[src/rtl/hostreg_pkg.sv]
// Package: shared constants, address map and slot codes for the host register bank.
// Assumes an 8-bit host bus and a 3-bit direct address space.
package hostreg_pkg;
    localparam int DATA_W    = 8;
    localparam int HADDR_W   = 3;
    localparam int SUB_W     = 3;
    localparam int NUM_SLOTS = 3;

    localparam logic [HADDR_W-1:0] A_PTR_HI = 3'd0;
    localparam logic [HADDR_W-1:0] A_PTR_LO = 3'd1;
    localparam logic [HADDR_W-1:0] A_CFG    = 3'd2;
    localparam logic [HADDR_W-1:0] A_SUB    = 3'd3;
    localparam logic [HADDR_W-1:0] A_SLOT   = 3'd7;

    localparam logic [DATA_W-1:0] CFG_RST = 8'h18;

    typedef enum logic [1:0] {
        SLOT_SETUP1 = 2'd0,
        SLOT_SETUP2 = 2'd1,
        SLOT_BUSCTL = 2'd2
    } slot_e;

    // Sub-address code that reaches each indirect slot.
    function automatic logic [SUB_W-1:0] slot_code(input int idx);
        case (idx)
            0:       return 3'd0;
            1:       return 3'd4;
            default: return 3'd5;
        endcase
    endfunction

    typedef struct packed {
        logic       recon_rsv;
        logic [1:0] recon_sel;
        logic       nosync;
        logic       new_tmg;
        logic       fast_rd;
        logic [1:0] clk_sel;
    } setup2_t;
endpackage

[src/rtl/hostreg_ptr.sv]
// Module: staged packet-RAM pointer.
// A high-byte write only stages its value. A low-byte write commits the full
// address. In wide mode, low bit 0 becomes the byte-swap flag and the address
// bit 0 is forced to zero. Assumes a single-cycle write strobe.
module hostreg_ptr #(
    parameter int RAM_AW = 11,
    parameter int DW     = 8
) (
    input  logic              clk,
    input  logic              rst_n,
    input  logic              wr_hi,
    input  logic              wr_lo,
    input  logic [DW-1:0]     wdata,
    input  logic              wide,
    output logic [DW-1:0]     hi_rd,
    output logic [DW-1:0]     lo_rd,
    output logic [RAM_AW-1:0] addr,
    output logic              swap
);
    localparam int HI_W = RAM_AW - DW;

    logic [DW-1:0] hi_q;
    logic [DW-1:0] lo_q;
    logic [DW-1:0] lo_eff;

    // Purpose: mask address bit 0 when it acts as the swap control.
    always_comb begin
        lo_eff = wdata;
        if (wide) lo_eff[0] = 1'b0;
    end

    // Purpose: hold the staged high byte and the last low byte.
    always_ff @(posedge clk) begin
        if (!rst_n) begin
            hi_q <= '0;
            lo_q <= '0;
        end else begin
            if (wr_hi) hi_q <= wdata;
            if (wr_lo) lo_q <= wdata;
        end
    end

    // Purpose: commit the RAM address and swap flag on a low-byte write.
    always_ff @(posedge clk) begin
        if (!rst_n) begin
            addr <= '0;
            swap <= 1'b0;
        end else if (wr_lo) begin
            addr <= {hi_q[HI_W-1:0], lo_eff};
            swap <= wide & wdata[0];
        end
    end

    assign hi_rd = hi_q;
    assign lo_rd = lo_q;


    addr_hold_chk: assert property (@(posedge clk) disable iff (!rst_n)
        !wr_lo |=> $stable(addr) && $stable(swap));

    swap_align_chk: assert property (@(posedge clk) disable iff (!rst_n)
        swap |-> addr[0] == 1'b0);

    lo_commit_chk: assert property (@(posedge clk) disable iff (!rst_n)
        wr_lo && !wide |=> addr[DW-1:0] == $past(wdata) && !swap);
endmodule

[src/rtl/hostreg_subsel.sv]
// Module: configuration and sub-address registers.
// Sub-address bits [1:0] are a single storage shared by both registers, so
// both registers always show the same value. Bit 2 clears itself on any
// configuration write.
module hostreg_subsel
    import hostreg_pkg::*;
(
    input  logic              clk,
    input  logic              rst_n,
    input  logic              wr_cfg,
    input  logic              wr_sub,
    input  logic [DATA_W-1:0] wdata,
    output logic [DATA_W-1:0] cfg_rd,
    output logic [DATA_W-1:0] sub_rd,
    output logic [SUB_W-1:0]  sub_sel
);
    localparam int CFG_HI_W = DATA_W - 2;

    logic [CFG_HI_W-1:0] cfg_hi_q;
    logic [SUB_W-1:0]    sub_q;

    // Purpose: update the configuration bits and the shared sub-address.
    always_ff @(posedge clk) begin
        if (!rst_n) begin
            cfg_hi_q <= CFG_RST[DATA_W-1:2];
            sub_q    <= {1'b0, CFG_RST[1:0]};
        end else if (wr_cfg) begin
            cfg_hi_q <= wdata[DATA_W-1:2];
            sub_q    <= {1'b0, wdata[1:0]};
        end else if (wr_sub) begin
            sub_q    <= wdata[SUB_W-1:0];
        end
    end

    assign cfg_rd  = {cfg_hi_q, sub_q[1:0]};
    assign sub_rd  = {{(DATA_W-SUB_W){1'b0}}, sub_q};
    assign sub_sel = sub_q;


    sub2_clear_chk: assert property (@(posedge clk) disable iff (!rst_n)
        wr_cfg |=> sub_sel[2] == 1'b0 && sub_sel[1:0] == $past(wdata[1:0]));

    mirror_chk: assert property (@(posedge clk) disable iff (!rst_n)
        wr_sub && !wr_cfg |=> cfg_rd[1:0] == $past(wdata[1:0]));

    cfg_reset_chk: assert property (@(posedge clk)
        !rst_n |=> cfg_rd == CFG_RST && sub_rd == '0);
endmodule

[src/rtl/hostreg_setup.sv]
// Module: bank of indirect setup registers behind the shared slot.
// Each slot answers one sub-address code. Unassigned codes read as zero and
// do not store writes.
module hostreg_setup
    import hostreg_pkg::*;
(
    input  logic                        clk,
    input  logic                        rst_n,
    input  logic                        wr_slot,
    input  logic [SUB_W-1:0]            sub_sel,
    input  logic [DATA_W-1:0]           wdata,
    output logic [DATA_W-1:0]           slot_rd,
    output logic [NUM_SLOTS*DATA_W-1:0] regs_flat
);
    logic [NUM_SLOTS-1:0]  hit;
    logic [DATA_W-1:0]     regs [NUM_SLOTS];

    for (genvar g = 0; g < NUM_SLOTS; g++) begin : g_slot
        assign hit[g] = (sub_sel == slot_code(g));

        // Purpose: store one setup register when its code is selected.
        always_ff @(posedge clk) begin
            if (!rst_n)                regs[g] <= '0;
            else if (wr_slot && hit[g]) regs[g] <= wdata;
        end

        assign regs_flat[g*DATA_W +: DATA_W] = regs[g];
    end

    // Purpose: return the selected register, or zero for unassigned codes.
    always_comb begin
        slot_rd = '0;
        for (int i = 0; i < NUM_SLOTS; i++)
            if (hit[i]) slot_rd = regs[i];
    end


    onehot_chk: assert property (@(posedge clk) disable iff (!rst_n)
        $onehot0(hit));

    unassigned_chk: assert property (@(posedge clk) disable iff (!rst_n)
        wr_slot && hit == '0 |=> $stable(regs_flat));
endmodule

[src/rtl/hostreg_bank.sv]
// Module: top of the host register bank.
// Decodes the direct address map, muxes read data, and exports the decoded
// setup fields. Assumes host_wr is one cycle per access. Reads are
// combinational and have no side effects.
module hostreg_bank
    import hostreg_pkg::*;
#(
    parameter int RAM_AW = 11
) (
    input  logic              clk,
    input  logic              rst_n,
    input  logic [2:0]        host_addr,
    input  logic [7:0]        host_wdata,
    input  logic              host_wr,
    input  logic              host_rd,
    output logic [7:0]        host_rdata,
    input  logic              wide_bus,
    output logic [RAM_AW-1:0] ram_addr,
    output logic              byte_swap,
    output logic              rate_slow,
    output logic              arb_half,
    output logic              rx_all,
    output logic              pulse_drv_sel,
    output logic [1:0]        clk_sel,
    output logic              fast_rd_en,
    output logic              new_timing_en,
    output logic              nosync_init_en,
    output logic [1:0]        recon_sel,
    output logic [7:0]        bus_ctrl
);
    logic [DATA_W-1:0]           hi_rd, lo_rd, cfg_rd, sub_rd, slot_rd;
    logic [SUB_W-1:0]            sub_sel;
    logic [NUM_SLOTS*DATA_W-1:0] regs_flat;
    logic [DATA_W-1:0]           s1, bc;
    setup2_t                     s2;

    logic wr_hi, wr_lo, wr_cfg, wr_sub, wr_slot;

    assign wr_hi   = host_wr && host_addr == A_PTR_HI;
    assign wr_lo   = host_wr && host_addr == A_PTR_LO;
    assign wr_cfg  = host_wr && host_addr == A_CFG;
    assign wr_sub  = host_wr && host_addr == A_SUB;
    assign wr_slot = host_wr && host_addr == A_SLOT;

    hostreg_ptr #(.RAM_AW(RAM_AW), .DW(DATA_W)) u_ptr (
        .clk(clk), .rst_n(rst_n), .wr_hi(wr_hi), .wr_lo(wr_lo),
        .wdata(host_wdata), .wide(wide_bus), .hi_rd(hi_rd), .lo_rd(lo_rd),
        .addr(ram_addr), .swap(byte_swap)
    );

    hostreg_subsel u_sub (
        .clk(clk), .rst_n(rst_n), .wr_cfg(wr_cfg), .wr_sub(wr_sub),
        .wdata(host_wdata), .cfg_rd(cfg_rd), .sub_rd(sub_rd), .sub_sel(sub_sel)
    );

    hostreg_setup u_setup (
        .clk(clk), .rst_n(rst_n), .wr_slot(wr_slot), .sub_sel(sub_sel),
        .wdata(host_wdata), .slot_rd(slot_rd), .regs_flat(regs_flat)
    );

    // Purpose: return the addressed register while the read strobe is high.
    always_comb begin
        host_rdata = '0;
        if (host_rd) begin
            case (host_addr)
                A_PTR_HI: host_rdata = hi_rd;
                A_PTR_LO: host_rdata = lo_rd;
                A_CFG:    host_rdata = cfg_rd;
                A_SUB:    host_rdata = sub_rd;
                A_SLOT:   host_rdata = slot_rd;
                default:  host_rdata = '0;
            endcase
        end
    end

    assign s1 = regs_flat[SLOT_SETUP1*DATA_W +: DATA_W];
    assign s2 = setup2_t'(regs_flat[SLOT_SETUP2*DATA_W +: DATA_W]);
    assign bc = regs_flat[SLOT_BUSCTL*DATA_W +: DATA_W];

    assign rate_slow      = s1[0];
    assign arb_half       = s1[1];
    assign rx_all         = s1[2];
    assign pulse_drv_sel  = s1[3];
    assign clk_sel        = s2.clk_sel;
    assign fast_rd_en     = s2.fast_rd;
    assign new_timing_en  = s2.new_tmg;
    assign nosync_init_en = s2.nosync;
    assign recon_sel      = s2.recon_sel;
    assign bus_ctrl       = bc;


    idle_bus_chk: assert property (@(posedge clk) disable iff (!rst_n)
        !host_rd |-> host_rdata == '0);

    setup1_write_chk: assert property (@(posedge clk) disable iff (!rst_n)
        wr_slot && sub_sel == 3'd0 |=>
            {pulse_drv_sel, rx_all, arb_half, rate_slow} == $past(host_wdata[3:0]));
endmodule

[config.mk]
export PLATFORM = sky130hd
export DESIGN_NAME = hostreg_bank
export DESIGN_NICKNAME = d
export VERILOG_FILES = /design/src/rtl/hostreg_pkg.sv /design/src/rtl/hostreg_ptr.sv /design/src/rtl/hostreg_subsel.sv /design/src/rtl/hostreg_setup.sv /design/src/rtl/hostreg_bank.sv
export SDC_FILE = /design/constraint.sdc
export NUM_CORES = 1
export LEC_CHECK = 0
export BUFFER_PORTS_ARGS = -buffer_cell sky130_fd_sc_hd__buf_4
export CAP_MARGIN = 20
export CORE_UTILIZATION = 40
export DETAILED_ROUTE_END_ITERATION = 16
export GPL_ROUTABILITY_DRIVEN = 0
export HOLD_SLACK_MARGIN = 0.03
export SYNTH_ARGS = -nofsm -noshare
export SYNTH_HDL_FRONTEND = slang
export SYNTH_HIERARCHICAL = 1
export SYNTH_SLANG_ARGS = --single-unit
[constraint.sdc]
create_clock -name clk -period 2.39 [get_ports clk]
set_input_delay 0.3585 -clock clk [delete_from_list [all_inputs] [get_ports clk]]
set_output_delay 0.3585 -clock clk [all_outputs]
set_load 0.005 [all_outputs]
# Yosys cells after proc, flatten, opt, wreduce, memory -nomap -nowiden
# Memory sizes are Yosys's and may differ from the RTL's.
# Index checks and enable logic that the tools add are counted.
word_totals:
  regBits: 37
  latch_bits: 0
  mem_bits_rw: 24
  rom_bits: 0
  inputBits: 16
  memories: 1
memory_table:
  columns: ["memory", "words", "word_bits", "read_ports", "rd_ports_with_merged_regs", "write_ports", "line_no", "text"]
  rows:
  - ["u_setup.regs", 3, 8, 3, 0, 3, "hostreg_setup.sv:16", "logic [DATA_W-1:0] regs [NUM_SLOTS];"]
op_classes:
  n_addsub: 0
  multipliers: 0
  div_mod_pow: 0
  magnitude_cmp: 0
  n_eq_ne: 6
  shift: 0
  muxes: 21
  bitwise: 5
  reduce_logical: 12
ops:
  columns: ["cell", "n"]
  rows:
  - ["$mux 8", 7]
  - ["$pmux 8 s5", 1]
  - ["$mux 1", 11]
  - ["$eq 3x3->1 const B", 3]
  - ["$logic_and 1x1->1", 8]
  - ["$eq 3x2->1 const B", 2]
  - ["$logic_not 3->1", 2]
  - ["$mux 2", 2]
  - ["$eq 3x1->1 const B", 1]
  - ["$or 1x1->1", 3]
  - ["$reduce_bool 2->1", 1]
  - ["$reduce_or 2->1", 1]
  - ["$and 1x1->1", 1]
  - ["$not 1->1", 1]

# Longest topological paths before layout
depth:
  word_depth: 7
  mapped_depth: 9

# Hierarchy
# Netlist, hierarchy kept.
modules_own_cells:
  columns: ["mod", "instances", "cells_per_inst", "area_each_um2", "seq_area_each_um2"]
  rows:
  - ["hostreg_setup", 1, 95, 1131.1, 720.7]
  - ["hostreg_ptr", 1, 77, 865.8, 420.4]
  - ["hostreg_bank", 1, 64, 455.4, 0.0]
  - ["hostreg_subsel", 1, 42, 430.4, 180.2]

# Least setup slack after synthesis
# OpenSTA, ideal clock, no wires.
synth_timing:
  kind: "in2reg"
  startpoint: "input port host_addr[1]"
  endpoint: "memory u_setup.regs[1][0], enable pin"
  arrival_ps: 1455
  required_ps: 2006
  slack_ps: 551
  cell_stages: 5
  n_path_buf: 1
  path_cell_list: "buf_4 nand2_1 nor2_1 nand2b_1 o21ai_0"
synth_lines:
  columns: ["element", "line_no", "text"]
  rows:
  - ["start: declaration", "hostreg_bank.sv:12", "input logic [2:0] host_addr,"]
  - ["end: declaration", "hostreg_setup.sv:16", null]

# Worst setup path after layout
layout_timing:
  startpoint: "register u_sub.sub_q[0] (netlist: u_sub/sub_sel[0])"
  endpoint: "output port host_rdata[3]"
layout_via:
  elab_chain_cells: 6
  word_cells_on_any_way: 8
  classes_between: "eq/ne: 2; mux: 5; reduce/logical: 1"
layout_rtl:
  columns: ["element", "line_no", "text"]
  rows:
  - ["start: declaration", "hostreg_subsel.sv:20", "logic [SUB_W-1:0] sub_q;"]
  - ["start signal: assignment", "hostreg_subsel.sv:26", "sub_q <= {1'b0, CFG_RST[1:0]};"]
  - ["start signal: assignment", "hostreg_subsel.sv:29", "sub_q <= {1'b0, wdata[1:0]};"]
  - ["start signal: assignment", "hostreg_subsel.sv:31", "sub_q <= wdata[SUB_W-1:0];"]
  - ["$logic_not 3->1", "hostreg_setup.sv:19", "assign hit[g] = (sub_sel == slot_code(g));"]
  - ["$mux 8 (2 in a row)", "hostreg_setup.sv:34", "if (hit[i]) slot_rd = regs[i];"]
  - ["$mux 8 *", "hostreg_setup.sv:34", null]
  - ["named net slot_rd[3]", "hostreg_bank.sv:31", "logic [DATA_W-1:0] hi_rd, lo_rd, cfg_rd, sub_rd, slot_rd;"]
  - ["$pmux 8 s5 *", "hostreg_bank.sv:65", "case (host_addr)"]
  - ["$mux 8 *", "hostreg_bank.sv:64", "if (host_rd) begin"]
  - ["end: declaration", "hostreg_bank.sv:16", "output logic [7:0] host_rdata,"]
# Mark *: on every way through the listed nets, which the timed path passes. The rest lies on a longest branch.

==> results by group <==
Route
  • DR top layer: met4
  • DR WL/cell: 16.21 µm
  • Met3 WL: 287 µm
  • Final ANT Viol Nets: 0
  • Initial DRC count: 125
  • Detailed-route wire length: 6.664 mm
  • Drt first pass iters: 4
  • Vias per cell: 5.146
  • Via count: 2115
  • Met2 WL: 3.322 mm
  • DRC Markers: 0
  • Metal-1 WL: 2.973 mm

Critical path
  • Setup Crit Path Kind: reg2out
  • Required time of the critical path: 2.03 ns
  • Startpoint types: flip-flop
  • Worst-path maximum fanout: 14
  • WP data arrival: 1.90 ns
  • Critical Path Sink Type: output port

Timing
  • Worst setup margin: 0.1273 ns
  • Final Skew: 0.01086 ns
  • Slew @ Worst Pin: 0.5512 ns
  • Minimum clock period: 2.263 ns
  • Final setup TNS: 0 ns
  • Final period util: 94.68%
  • WHS: 0.3062 ns
  • Final Max Slew Viols: 0
  • Relative slew margins: 63.25%
  • Hold Violations, Final: 0
  • Fmax: 0.4419 GHz
  • Setup violators final: 0
  • RSZ-0062 raised after global routing: no

Floorplanning
  • Initial core utilization: 41.97%
  • Chip width: 86.90 µm
  • Core region area: 6869 µm²
  • FP Rows: 30
  • Die area: 7551 µm²
  • Die H: 86.90 µm
  • Number of I/O pins: 55

Clock network
  • Worst-path clk slew: 0.11 ns
  • CTS Root Cell: clkbuf_8
  • CTS H-tree lvls: 2
  • CTS sink cnt: 54
  • Inserted Clock Buffers: 5
  • Worst skew pair latency: 0.31 ns
  • Clock tree buffer depth: 2
  • CTS tree: built
  • CTS Hold Bufs: 0

Synth
  • Synth Instances: 278
  • Post-synthesis sequential area ratio: 45.83%
  • Synth area leaders: edfxtp_1, dfxtp_1, mux2i_1, nor2b_1, buf_4
  • Cell Area, Synth: 2883 µm²
  • Top-area cell type share of the netlist area: 25.00%
  • Avg Inst Size Synth: 10.37 µm²
  • Cell variety after synth: 33
  • YS warnings: 6
  • Flip-flop and latch count after synthesis: 54
  • Synth area leader: edfxtp_1

Power and ir drop
  • VDD IR max: 243.6 µV
  • Pleak: 1.178 nW
  • Pwr dens: 531.1 nW/µm²

Global routing
  • GRT Overall Usage: 18.30%
  • Initial antenna violation count: 0
  • Global-route wire length before repair: 10.40 mm
  • Largest net degree at the start of global routing: 39
  • GR Overflow Total: 0
  • Vias in the first global route: 2027

Finish
  • Syn-to-layout area delta: 13.06%
  • N_diodes: 0
  • Util after Layout: 47.45%
  • Share of cells above drive strength 1: 24.44%
  • Nets: 330

Job
  • Max cap viols: 0

Place
  • Pre-CTS setup slack: 0.1232 ns
  • Input/output buffers: 54
  • Post-DP HPWL: 4.746 mm

Run status
  • Status: completed

Hold path
  • HP Class: in2reg
-- final timing paths --
check                         from  depth (start not counted)  slack [ns]                 end
hold reg to reg      u_ptr/addr[0]                          2        0.49       u_ptr/addr[0]
setup / recovery  u_sub/sub_sel[0]                          8        0.13       host_rdata[3]
setup reg to reg  u_sub/sub_sel[2]                          2        0.76  u_setup/regs[0][1]
hold / removal            wide_bus                          3        0.31       u_ptr/addr[0]
-- Yosys cell counts --
cell and instances:
a22oi_1 8, nor2_1 25, a211oi_1 8, and2_1 2, o21ai_0 2, nand4_1 1
nor3b_1 1, and3b_1 1, and4bb_2 1, or2_1 1, inv_2 1, conb_1 1
buf_6 8, nor3b_2 2, buf_4 22, clkbuf_1 2, clkbuf_8 1, nor2b_1 31
o211ai_1 10, nand3b_1 2, nand2_1 26, dfxtp_1 30, o31ai_1 2, nand2b_1 1
mux2i_1 42, a21oi_1 16, edfxtp_1 24, buf_2 1, o21ai_2 1, nand4b_1 1
nand2_2 2, buf_12 1, nor3_4 1
-- flip-flops by register name (all words and copies together), names as in the netlist --
signal / cells
u_setup/regs: 24
u_ptr/addr: 5
u_ptr/swap: 1
u_ptr/hi_rd: 8
u_ptr/lo_rd: 7
u_sub/sub_sel: 3
u_sub/cfg_hi_q: 6
-- layout by cell type (no fill, tap or decap) --
master	instances
a211oi_1	8
a21oi_1	16
a22oi_1	8
and2_1	2
and3b_1	1
and4bb_2	1
buf_4	60
clkbuf_1	1
clkbuf_8	5
clkinvlp_4	2
conb_1	5
dfxtp_1	28
dfxtp_2	1
dfxtp_4	1
edfxtp_1	24
inv_2	1
mux2i_1	42
nand2_1	26
nand2_2	2
nand2b_1	1
nand3b_1	2
nand4_1	1
nand4b_1	1
nor2_1	25
nor2b_1	31
nor3_4	1
nor3b_1	1
nor3b_2	2
o211ai_1	10
o21ai_0	2
o21ai_2	1
o31ai_1	2
or2_1	1
-- repair_timing --
item	CTS	global route
endpoints found under the hold margin	0	0
setup endpoints to repair	8	5
resized for setup	2	1
buffers inserted	0	0
pin swaps	0	0
-- cells by family (layout without fill, tap and decap cells) --
logic type,count (synthesis),in the layout,share of synthesized area (%)
flops,54,54,45.83
other cells,1,5,0.1301
buf+inv,36,69,10.59
compound gates,47,47,10.72
mux,42,42,14.58
simple gates,98,98,18.14
-- report_power, final --
part / leakage [nW] / switching, mW / total [mW] / internal (mW)
registers: 0.491 / 0.0230 / 1.01 / 0.988
clock network: 0.0374 / 0.310 / 0.517 / 0.207
logic: 0.650 / 0.108 / 0.203 / 0.0956
-- through the flow --
step / instance area [µm²] / std cells / power, mW
after floorplan: 2898 / 282 / 1.166
after global placement: 3167 / 403 / 1.236
after detailed placement: 3167 / 403 / 1.238
after CTS: 3257 / 411 / 1.744
after global routing: 3259 / 411 / 1.790
final: 3259 / 411 / 1.731
-- final cells by class --
type | instances | area (µm²)
Timing Repair Buffer | 60 | 450.4
Multi-Input combinational cell | 192 | 1271
Sequential cell | 54 | 1326
Fill cell | 671 | 3610
Clock inverter | 2 | 15.01
Clock buffer | 6 | 72.57
Tap cell | 96 | 120.1
Inverter | 1 | 3.754
-- critical path: stages, from the launching register on --
cell and delay, ns:
dfxtp_4 0.44, inv_2 0.18, a21oi_1 0.09, a211oi_1 0.29, mux2i_1 0.12, nand2_1 0.08
o211ai_1 0.09, a21oi_1 0.16, buf_4 0.13
-- metal layers --
layer / up-vias / track usage [%]
met5: - / 0
met3: 7 / 3.412
li1: 1029 / -
met1: 1019 / 24.23
met2: 60 / 30.57
met4: 0 / 5.152
Note: power is estimated with default switching activity, not from simulation.
